==> src/rtl/cac_pkg.sv <==
package cac_pkg;
  localparam int WORD_W = 2;

  typedef enum logic [1:0] {
    OP_FETCH = 2'd0,
    OP_HOLD  = 2'd1,
    OP_STORE = 2'd2,
    OP_RSVD  = 2'd3
  } req_op_e;

  typedef enum logic [2:0] {
    CMD_WRQUAD = 3'd0,
    CMD_RDMAP  = 3'd1,
    CMD_RDQUAD = 3'd2,
    CMD_SETPD  = 3'd3,
    CMD_WRSGL  = 3'd4
  } cmd_op_e;

  typedef struct packed {
    logic    capReq;
    logic    ldRpLk;
    logic    ldRpPm;
    logic    ldRpMap;
    logic    done;
    logic    exc;
    logic    excWv;
    logic    rspHit;
    cmd_op_e op;
  } cac_strobe_t;
endpackage

==> src/rtl/cac_ctrl.sv <==
module cac_ctrl
  import cac_pkg::*;
(
  input  logic        clk,
  input  logic        rstN,
  input  logic        reqValid,
  input  req_op_e     opQ,
  input  logic        lkHit,
  input  logic        lkShared,
  input  logic        lkPageDirty,
  input  logic        pmHit,
  input  logic        vicDirty,
  input  logic        busGrant,
  input  logic        cmdDone,
  input  logic        cmdFault,
  output logic        reject,
  output logic        busReq,
  output logic        cmdValid,
  output logic        vicClean,
  output logic        dirWrEn,
  output cac_strobe_t stb
);
  typedef enum logic [3:0] {
    S_IDLE, S_LOOK, S_GRANT, S_WRBK, S_PMAT, S_MAPRD, S_FILL, S_SETPD, S_WSGL
  } state_e;

  state_e state, next;
  logic grantedQ, holding, sharedQ;
  logic owned, isStore, isHold;

  assign owned   = holding | grantedQ;
  assign isStore = (opQ == OP_STORE);
  assign isHold  = (opQ == OP_HOLD);
  assign reject  = (state != S_IDLE);
  assign busReq  = owned | (state == S_GRANT);

  always_comb begin
    next     = state;
    stb      = '0;
    stb.op   = CMD_WRQUAD;
    cmdValid = 1'b0;
    vicClean = 1'b0;
    dirWrEn  = 1'b0;
    case (state)
      S_IDLE: if (reqValid) begin stb.capReq = 1'b1; next = S_LOOK; end
      S_LOOK: begin
        if (isHold && !owned) next = S_GRANT;
        else if (lkHit) begin
          if (!isStore) begin
            stb.done = 1'b1; stb.rspHit = 1'b1; next = S_IDLE;
          end else if ((!lkPageDirty || lkShared) && !owned) begin
            next = S_GRANT;
          end else begin
            stb.ldRpLk = 1'b1;
            if (!lkPageDirty) next = S_SETPD;
            else begin
              dirWrEn = 1'b1;
              if (lkShared) next = S_WSGL;
              else begin stb.done = 1'b1; next = S_IDLE; end
            end
          end
        end
        else if (!owned) next = S_GRANT;
        else if (vicDirty) next = S_WRBK;
        else next = S_PMAT;
      end
      S_GRANT: if (busGrant) next = S_LOOK;
      S_WRBK: begin
        cmdValid = 1'b1; stb.op = CMD_WRQUAD;
        if (cmdDone) begin vicClean = 1'b1; next = S_PMAT; end
      end
      S_PMAT: begin
        if (pmHit) begin stb.ldRpPm = 1'b1; next = S_FILL; end
        else next = S_MAPRD;
      end
      S_MAPRD: begin
        cmdValid = 1'b1; stb.op = CMD_RDMAP;
        if (cmdDone) begin
          if (cmdFault) begin stb.done = 1'b1; stb.exc = 1'b1; next = S_IDLE; end
          else begin stb.ldRpMap = 1'b1; next = S_FILL; end
        end
      end
      S_FILL: begin
        cmdValid = 1'b1; stb.op = CMD_RDQUAD;
        if (cmdDone) next = S_LOOK;
      end
      S_SETPD: begin
        cmdValid = 1'b1; stb.op = CMD_SETPD;
        if (cmdDone) begin
          if (cmdFault) begin
            stb.done = 1'b1; stb.exc = 1'b1; stb.excWv = 1'b1; next = S_IDLE;
          end else begin
            dirWrEn = 1'b1;
            if (sharedQ) next = S_WSGL;
            else begin stb.done = 1'b1; next = S_IDLE; end
          end
        end
      end
      S_WSGL: begin
        cmdValid = 1'b1; stb.op = CMD_WRSGL;
        if (cmdDone) begin stb.done = 1'b1; next = S_IDLE; end
      end
      default: next = S_IDLE;
    endcase
  end

  always_ff @(posedge clk or negedge rstN) begin
    if (!rstN) begin
      state    <= S_IDLE;
      grantedQ <= 1'b0;
      holding  <= 1'b0;
      sharedQ  <= 1'b0;
    end else begin
      state <= next;
      if (state == S_GRANT && busGrant) begin
        grantedQ <= 1'b1;
        if (isHold) holding <= 1'b1;
      end
      if (stb.ldRpLk) sharedQ <= lkShared;
      if (stb.done) begin
        grantedQ <= 1'b0;
        if (!isHold || stb.exc) holding <= 1'b0;
      end
    end
  end

  // a command is held with the same code until the sequencer answers
  assert_cmd_stable_R11: assert property (@(posedge clk) disable iff (!rstN)
    cmdValid && !cmdDone |=> cmdValid && (stb.op == $past(stb.op)));
  // no command goes out without the bus being held
  assert_cmd_under_bus_R2: assert property (@(posedge clk) disable iff (!rstN)
    cmdValid |-> busReq);
  // victim flag is cleared only when its write-back finishes
  assert_clean_after_wb_R3: assert property (@(posedge clk) disable iff (!rstN)
    vicClean |-> cmdDone && (stb.op == CMD_WRQUAD));
  // reject only rises after an offered request
  assert_accept_on_request_R1: assert property (@(posedge clk) disable iff (!rstN)
    $rose(reject) |-> $past(reqValid));
  // completion releases reject on the next cycle
  assert_release_after_done_R5: assert property (@(posedge clk) disable iff (!rstN)
    stb.done |=> !reject);
endmodule

==> src/rtl/cac_dpath.sv <==
module cac_dpath
  import cac_pkg::*;
#(
  parameter int PAGE_W = 20,
  parameter int BLK_W  = 5,
  parameter int DATA_W = 32
) (
  input  logic                clk,
  input  logic                rstN,
  input  cac_strobe_t         stb,
  input  logic [1:0]          reqOp,
  input  logic [PAGE_W-1:0]   reqVpage,
  input  logic [BLK_W-1:0]    reqBlock,
  input  logic [WORD_W-1:0]   reqWord,
  input  logic [DATA_W-1:0]   reqData,
  input  logic [PAGE_W-1:0]   lkRpage,
  input  logic [DATA_W-1:0]   lkRdData,
  input  logic [PAGE_W-1:0]   pmRpage,
  input  logic [PAGE_W-1:0]   vicRpage,
  input  logic [BLK_W-1:0]    vicBlock,
  input  logic [PAGE_W-1:0]   cmdRdData,
  input  logic                dirWrEn,
  input  logic                lkHit,
  output req_op_e             opQ,
  output logic [PAGE_W-1:0]   lkVpage,
  output logic [BLK_W-1:0]    lkBlock,
  output logic [WORD_W-1:0]   lkWord,
  output logic [DATA_W-1:0]   dirWrData,
  output logic [PAGE_W-1:0]   cmdPage,
  output logic [BLK_W-1:0]    cmdBlock,
  output logic [WORD_W-1:0]   cmdWord,
  output logic [DATA_W-1:0]   cmdData,
  output logic                rspValid,
  output logic [DATA_W-1:0]   rspData,
  output logic                excValid,
  output logic                excCode
);
  logic [PAGE_W-1:0] vpQ, rpQ;
  logic [BLK_W-1:0]  blQ;
  logic [WORD_W-1:0] wordQ;
  logic [DATA_W-1:0] dataQ;

  always_ff @(posedge clk or negedge rstN) begin
    if (!rstN) begin
      opQ <= OP_FETCH; vpQ <= '0; blQ <= '0; wordQ <= '0; dataQ <= '0; rpQ <= '0;
      rspValid <= 1'b0; rspData <= '0; excValid <= 1'b0; excCode <= 1'b0;
    end else begin
      if (stb.capReq) begin
        opQ <= req_op_e'(reqOp); vpQ <= reqVpage; blQ <= reqBlock;
        wordQ <= reqWord; dataQ <= reqData;
      end
      if (stb.ldRpLk)       rpQ <= lkRpage;
      else if (stb.ldRpPm)  rpQ <= pmRpage;
      else if (stb.ldRpMap) rpQ <= cmdRdData;
      rspValid <= stb.done;
      rspData  <= stb.rspHit ? lkRdData : '0;
      excValid <= stb.exc;
      excCode  <= stb.excWv;
    end
  end

  assign lkVpage   = vpQ;
  assign lkBlock   = blQ;
  assign lkWord    = wordQ;
  assign dirWrData = dataQ;
  assign cmdData   = dataQ;

  always_comb begin
    cmdPage  = rpQ;
    cmdBlock = blQ;
    cmdWord  = wordQ;
    case (stb.op)
      CMD_WRQUAD: begin cmdPage = vicRpage; cmdBlock = vicBlock; cmdWord = '0; end
      CMD_RDMAP:  cmdPage = vpQ;
      default:    ;
    endcase
  end

  // an exception is always reported together with completion
  assert_exc_with_rsp_R9: assert property (@(posedge clk) disable iff (!rstN)
    excValid |-> rspValid);
  // local writes target a line the directory reports as present
  assert_write_on_hit_R6: assert property (@(posedge clk) disable iff (!rstN)
    dirWrEn |-> lkHit);
endmodule

==> src/rtl/cache_access_ctrl.sv <==
module cache_access_ctrl
  import cac_pkg::*;
#(
  parameter int PAGE_W = 20,
  parameter int BLK_W  = 5,
  parameter int DATA_W = 32
) (
  input  logic              clk,
  input  logic              rstN,
  input  logic              reqValid,
  input  logic [1:0]        reqOp,
  input  logic [PAGE_W-1:0] reqVpage,
  input  logic [BLK_W-1:0]  reqBlock,
  input  logic [1:0]        reqWord,
  input  logic [DATA_W-1:0] reqData,
  output logic              reject,
  output logic              rspValid,
  output logic [DATA_W-1:0] rspData,
  output logic              excValid,
  output logic              excCode,
  output logic [PAGE_W-1:0] lkVpage,
  output logic [BLK_W-1:0]  lkBlock,
  output logic [1:0]        lkWord,
  input  logic              lkHit,
  input  logic              lkShared,
  input  logic              lkPageDirty,
  input  logic [PAGE_W-1:0] lkRpage,
  input  logic [DATA_W-1:0] lkRdData,
  input  logic              pmHit,
  input  logic [PAGE_W-1:0] pmRpage,
  input  logic              vicDirty,
  input  logic [PAGE_W-1:0] vicRpage,
  input  logic [BLK_W-1:0]  vicBlock,
  output logic              vicClean,
  output logic              dirWrEn,
  output logic [DATA_W-1:0] dirWrData,
  output logic              busReq,
  input  logic              busGrant,
  output logic              cmdValid,
  output logic [2:0]        cmdOp,
  output logic [PAGE_W-1:0] cmdPage,
  output logic [BLK_W-1:0]  cmdBlock,
  output logic [1:0]        cmdWord,
  output logic [DATA_W-1:0] cmdData,
  input  logic              cmdDone,
  input  logic              cmdFault,
  input  logic [PAGE_W-1:0] cmdRdData
);
  cac_strobe_t stb;
  req_op_e     opQ;

  cac_ctrl u_ctrl (
    .clk(clk), .rstN(rstN), .reqValid(reqValid), .opQ(opQ),
    .lkHit(lkHit), .lkShared(lkShared), .lkPageDirty(lkPageDirty),
    .pmHit(pmHit), .vicDirty(vicDirty), .busGrant(busGrant),
    .cmdDone(cmdDone), .cmdFault(cmdFault), .reject(reject), .busReq(busReq),
    .cmdValid(cmdValid), .vicClean(vicClean), .dirWrEn(dirWrEn), .stb(stb)
  );

  cac_dpath #(.PAGE_W(PAGE_W), .BLK_W(BLK_W), .DATA_W(DATA_W)) u_dpath (
    .clk(clk), .rstN(rstN), .stb(stb), .reqOp(reqOp), .reqVpage(reqVpage),
    .reqBlock(reqBlock), .reqWord(reqWord), .reqData(reqData),
    .lkRpage(lkRpage), .lkRdData(lkRdData), .pmRpage(pmRpage),
    .vicRpage(vicRpage), .vicBlock(vicBlock), .cmdRdData(cmdRdData),
    .dirWrEn(dirWrEn), .lkHit(lkHit), .opQ(opQ),
    .lkVpage(lkVpage), .lkBlock(lkBlock), .lkWord(lkWord), .dirWrData(dirWrData),
    .cmdPage(cmdPage), .cmdBlock(cmdBlock), .cmdWord(cmdWord), .cmdData(cmdData),
    .rspValid(rspValid), .rspData(rspData), .excValid(excValid), .excCode(excCode)
  );

  assign cmdOp = stb.op;
endmodule

==> config.mk <==
export PLATFORM = sky130hd
export DESIGN_NAME = cache_access_ctrl
export DESIGN_NICKNAME = d
export VERILOG_FILES = /design/src/rtl/cac_pkg.sv /design/src/rtl/cac_ctrl.sv /design/src/rtl/cac_dpath.sv /design/src/rtl/cache_access_ctrl.sv
export SDC_FILE = /design/constraint.sdc
export NUM_CORES = 1
export LEC_CHECK = 0
export ABC_AREA = 1
export BUFFER_PORTS_ARGS = -buffer_cell sky130_fd_sc_hd__buf_2
export CAP_MARGIN = 20
export CORE_MARGIN = 3
export CORE_UTILIZATION = 26
export DETAILED_ROUTE_END_ITERATION = 10
export MAX_ROUTING_LAYER = met4
export PLACE_DENSITY_LB_ADDON = 0.12
export SLEW_MARGIN = 20
export SYNTH_ARGS = -nofsm -noshare
export SYNTH_HDL_FRONTEND = slang
export SYNTH_SLANG_ARGS = --single-unit
==> constraint.sdc <==
create_clock -name clk -period 1.61 [get_ports clk]
set_input_delay 0.2415 -clock clk [delete_from_list [all_inputs] [get_ports clk]]
set_output_delay 0.2415 -clock clk [all_outputs]
set_load 0.05 [all_outputs]
==> results.md <==
- Status: finished, violations left
- Failing checks: setup timing
- Final Max Slew Viols: 0
- Power density over the cells: 2220 nW/um^2
- Fmax: 480 MHz
- Area grow syn2layout: 68.4%
- Top-area cell type share of the netlist area: 49.5%
- Flop pwr share: 22.1%
- DP HPWL: between 15 and 20 mm
- Most frequent cells in the layout: buf_2, nand2_1, dfrtp_1
- Switch share: 51.9%
- R2R depth: 15
- Total grt overflow: 0
- Row count: 55
- Routed via count: 6119
- Power Total: 23.3 mW
- CORE AREA: ~23000 sq um
- Ys async rst share: 100%
- Reg2reg start: u_ctrl.state[3]
- CP required: 1370 ps
- R2R setup slack: -330 ps
- Crit Path Max Fanout: 25
- Cell taking the most area after synthesis: dfrtp_1
- Ys Warns: 0
- Crit path kind: reg -> out
- Sequential area share after synthesis: 49.5%
- Syn Area/Cell: 8.44 sq um
- Buffers on Ports: 349
- Synth Flop Type: dfrtp_1
- Initial DRC count: 299
- NetSw: between 10 and 15 mW
- Post-synth EDFFs: 0
- DRC Markers: 0
- Syn nets: 926
- Crit. End Element: primary output
- Core Util, Final: 45.4%
- Clock Power Share: 16.0%
- Routed WL: 22.9 mm
- Die width: 161 microns
- IO Pins: 350
- Worst Skew: between 15 and 20 ps
- Synth unique cells: 26
- Post-route setup slack: -475 ps
- TritonCTS clock tree: yes
- Fillers: 2298
- Post-Place Worst Slack: -134 ps
- Worst Max-Slew Pin Slew: 433 ps
- Hold WS: roughly 30 ps
- Antenna violations before repair: 6
- Via density per instance: between 4 and 5
- Leak: ~5.8 nW
- Share of layout cells above drive strength 1: 54.4%
- Worst Hold End: u_dpath.rspData[29]
- Clk sinks: 123
- Commonest non-fill, non-tap cell in the layout: buf_2
- Final TNS setup: -28890 ps
- Comb pwr share: 61.9%
- Min Tclk post-route: 2090 ps
- Hold Crit Depth: 3
- Design Area, Final: 10500 sq um
- Nets: 1311
- Final std cells w/o fill: 1454
- Max-cap viol count: 0
- Final setup violation count: between 150 and 200
- Placed insts: 1385
- Post-synthesis cell count: 737
- Full die area: 25800 sq um
- R2R Path End: u_dpath.rpQ[1]
- Max-slew headroom: 71.1%
- Vias in the first global route: 6219
- Hold Vio Cnt, Final: 0
- Post-route clock period utilization: 130%
- Pint: 11.2 mW
- Yosys reg bits: around 120
- Root buffer cell: clkbuf_16
- Post-DRT Antenna Nets: 0
- Arrival @ worst endpoint: ~1800 ps
- Die Height: about 160 microns
- 1st-pass router iterations: 4
- Worst setup SP type: flip-flop
- Post-Syn Area: approximately 6200 sq um
- Hold Crit Start: lkRdData[29]
- HP Class: in -> reg
- Clock-pin slew on the worst setup and hold paths: 60 ps
- VDD IR max: 1.05 mV
- H-Tree Level Count: 4
- Largest net degree at the start of global routing: 74
- First-pass GRT wire length: between 30 and 40 mm
- Routability cong.: 0.781
- CTS buffer count: 17
- Clk Latency, worst-skew pair: 410 ps
- Post-place instance area: 8750 sq um
- Max clock buf depth: 2
- Routed len/inst: 15.8 microns
- Initial Util: between 20% and 30%
- GRT Resource Usage Total: 17.6%
- RSZ-0062 raised after global routing: yes
- Synth top area cells: dfrtp_1, nand2_1, mux2_1, nand3_1, buf_4
-- kinds of logic (layout without fill, tap and decap cells) --
group	Yosys count	in the layout	share of synthesized area, %
and+or+nand+nor	416	416	28.0
other	0	6	0
DFF	123	123	49.5
buffers and inverters	126	524	10.9
AOI/OAI and AO/OA	15	15	1.31
muxes	57	57	10.3
-- critical path, stage by stage, from the launching register on --
cell and delay [ps]:
dfrtp_1 410, buf_6 140, nor2_4 110, nand3_4 100
nand2_4 110, buf_12 180, nand3_1 140, nand3_4 80
buf_6 150
-- state kept, by name (all words and copies together) (netlist names) --
| register | cells |
|---|---|
| u_dpath.excCode | 1 |
| u_ctrl.holding | 1 |
| u_dpath.lkWord | 2 |
| u_dpath.rpQ | 20 |
| u_dpath.opQ | 2 |
| u_dpath.lkVpage | 20 |
| u_dpath.rspData | 32 |
| u_ctrl.grantedQ | 1 |
| u_ctrl.state | 4 |
| u_dpath.lkBlock | 5 |
| u_dpath.excValid | 1 |
| u_ctrl.sharedQ | 1 |
| u_dpath.cmdData | 32 |
| u_dpath.rspValid | 1 |
-- power groups by stage --
| stage | registers, mW | logic (mW) | clock network, mW |
|---|---|---|---|
| 4_1_cts | 5.14 | 13.9 | 3.86 |
| 6_report | 5.15 | 14.4 | 3.73 |
| 3_5_place_dp | 5.18 | 12.6 | 0 |
| 3_3_place_gp | 5.18 | 12.6 | 0 |
| 2_1_floorplan | 8.21 | 6.54 | 0 |
| 5_1_grt | 5.34 | 15.2 | 4.01 |
-- cells in the mapped netlist, types with 2 or more instances --
cell type,count
o21ai_1,2
nand3_1,73
buf_6,4
nand2_1,275
buf_2,16
nor2_1,44
clkbuf_1,6
inv_1,50
a21oi_1,10
inv_2,9
buf_4,41
nor2_2,14
nand2_2,3
dfrtp_1,123
mux2_1,42
mux2_2,15
-- layout make-up --
| cell class | count | area, sq um | share of cell area (%) |
|---|---|---|---|
| diodes | 6 | 15.0 | 0.143 |
| clock buffers | 18 | 439 | 4.19 |
| clock inverters | 14 | 136 | 1.30 |
| inverters | 59 | 231 | 2.21 |
| multi-input cells | 488 | 3110 | 29.7 |
| flip-flops and latches | 123 | 3080 | 29.4 |
| well taps | 313 | 392 | 3.74 |
| repair buffers | 433 | 3070 | 29.3 |
-- per-layer routing --
layer  routed length [microns]  GRT usage (%)  vias up
met5                         0              -        -
met4                       274           4.11        0
met3                      1490           5.26       20
met2                     11700           29.2      204
met1                      9470           21.2     2836
li1                          -              -     3059
-- worst max-delay path by stage --
stage / end / cells after the start / start
detailed placement: cmdPage[5] / 9 / u_ctrl.state[0]
global route: cmdPage[0] / 8 / u_ctrl.state[1]
floorplan: dirWrEn / 6 / u_ctrl.state[2]
finish: cmdPage[0] / 8 / u_ctrl.state[1]
global placement: cmdPage[5] / 9 / u_ctrl.state[0]
CTS: cmdPage[3] / 8 / u_ctrl.state[1]
-- repair_timing --
| item | CTS | global route |
|---|---|---|
| pin swaps | 7 | 15 |
| hold buffers | 1 | 0 |
| setup endpoints to repair | 85 | 152 |
| gates cloned | 5 | 4 |
| hold endpoints to repair | 55 | 0 |
| gates resized for setup | 138 | 93 |
| setup buffers | 14 | 11 |
Power figures use the tool's default switching activity.
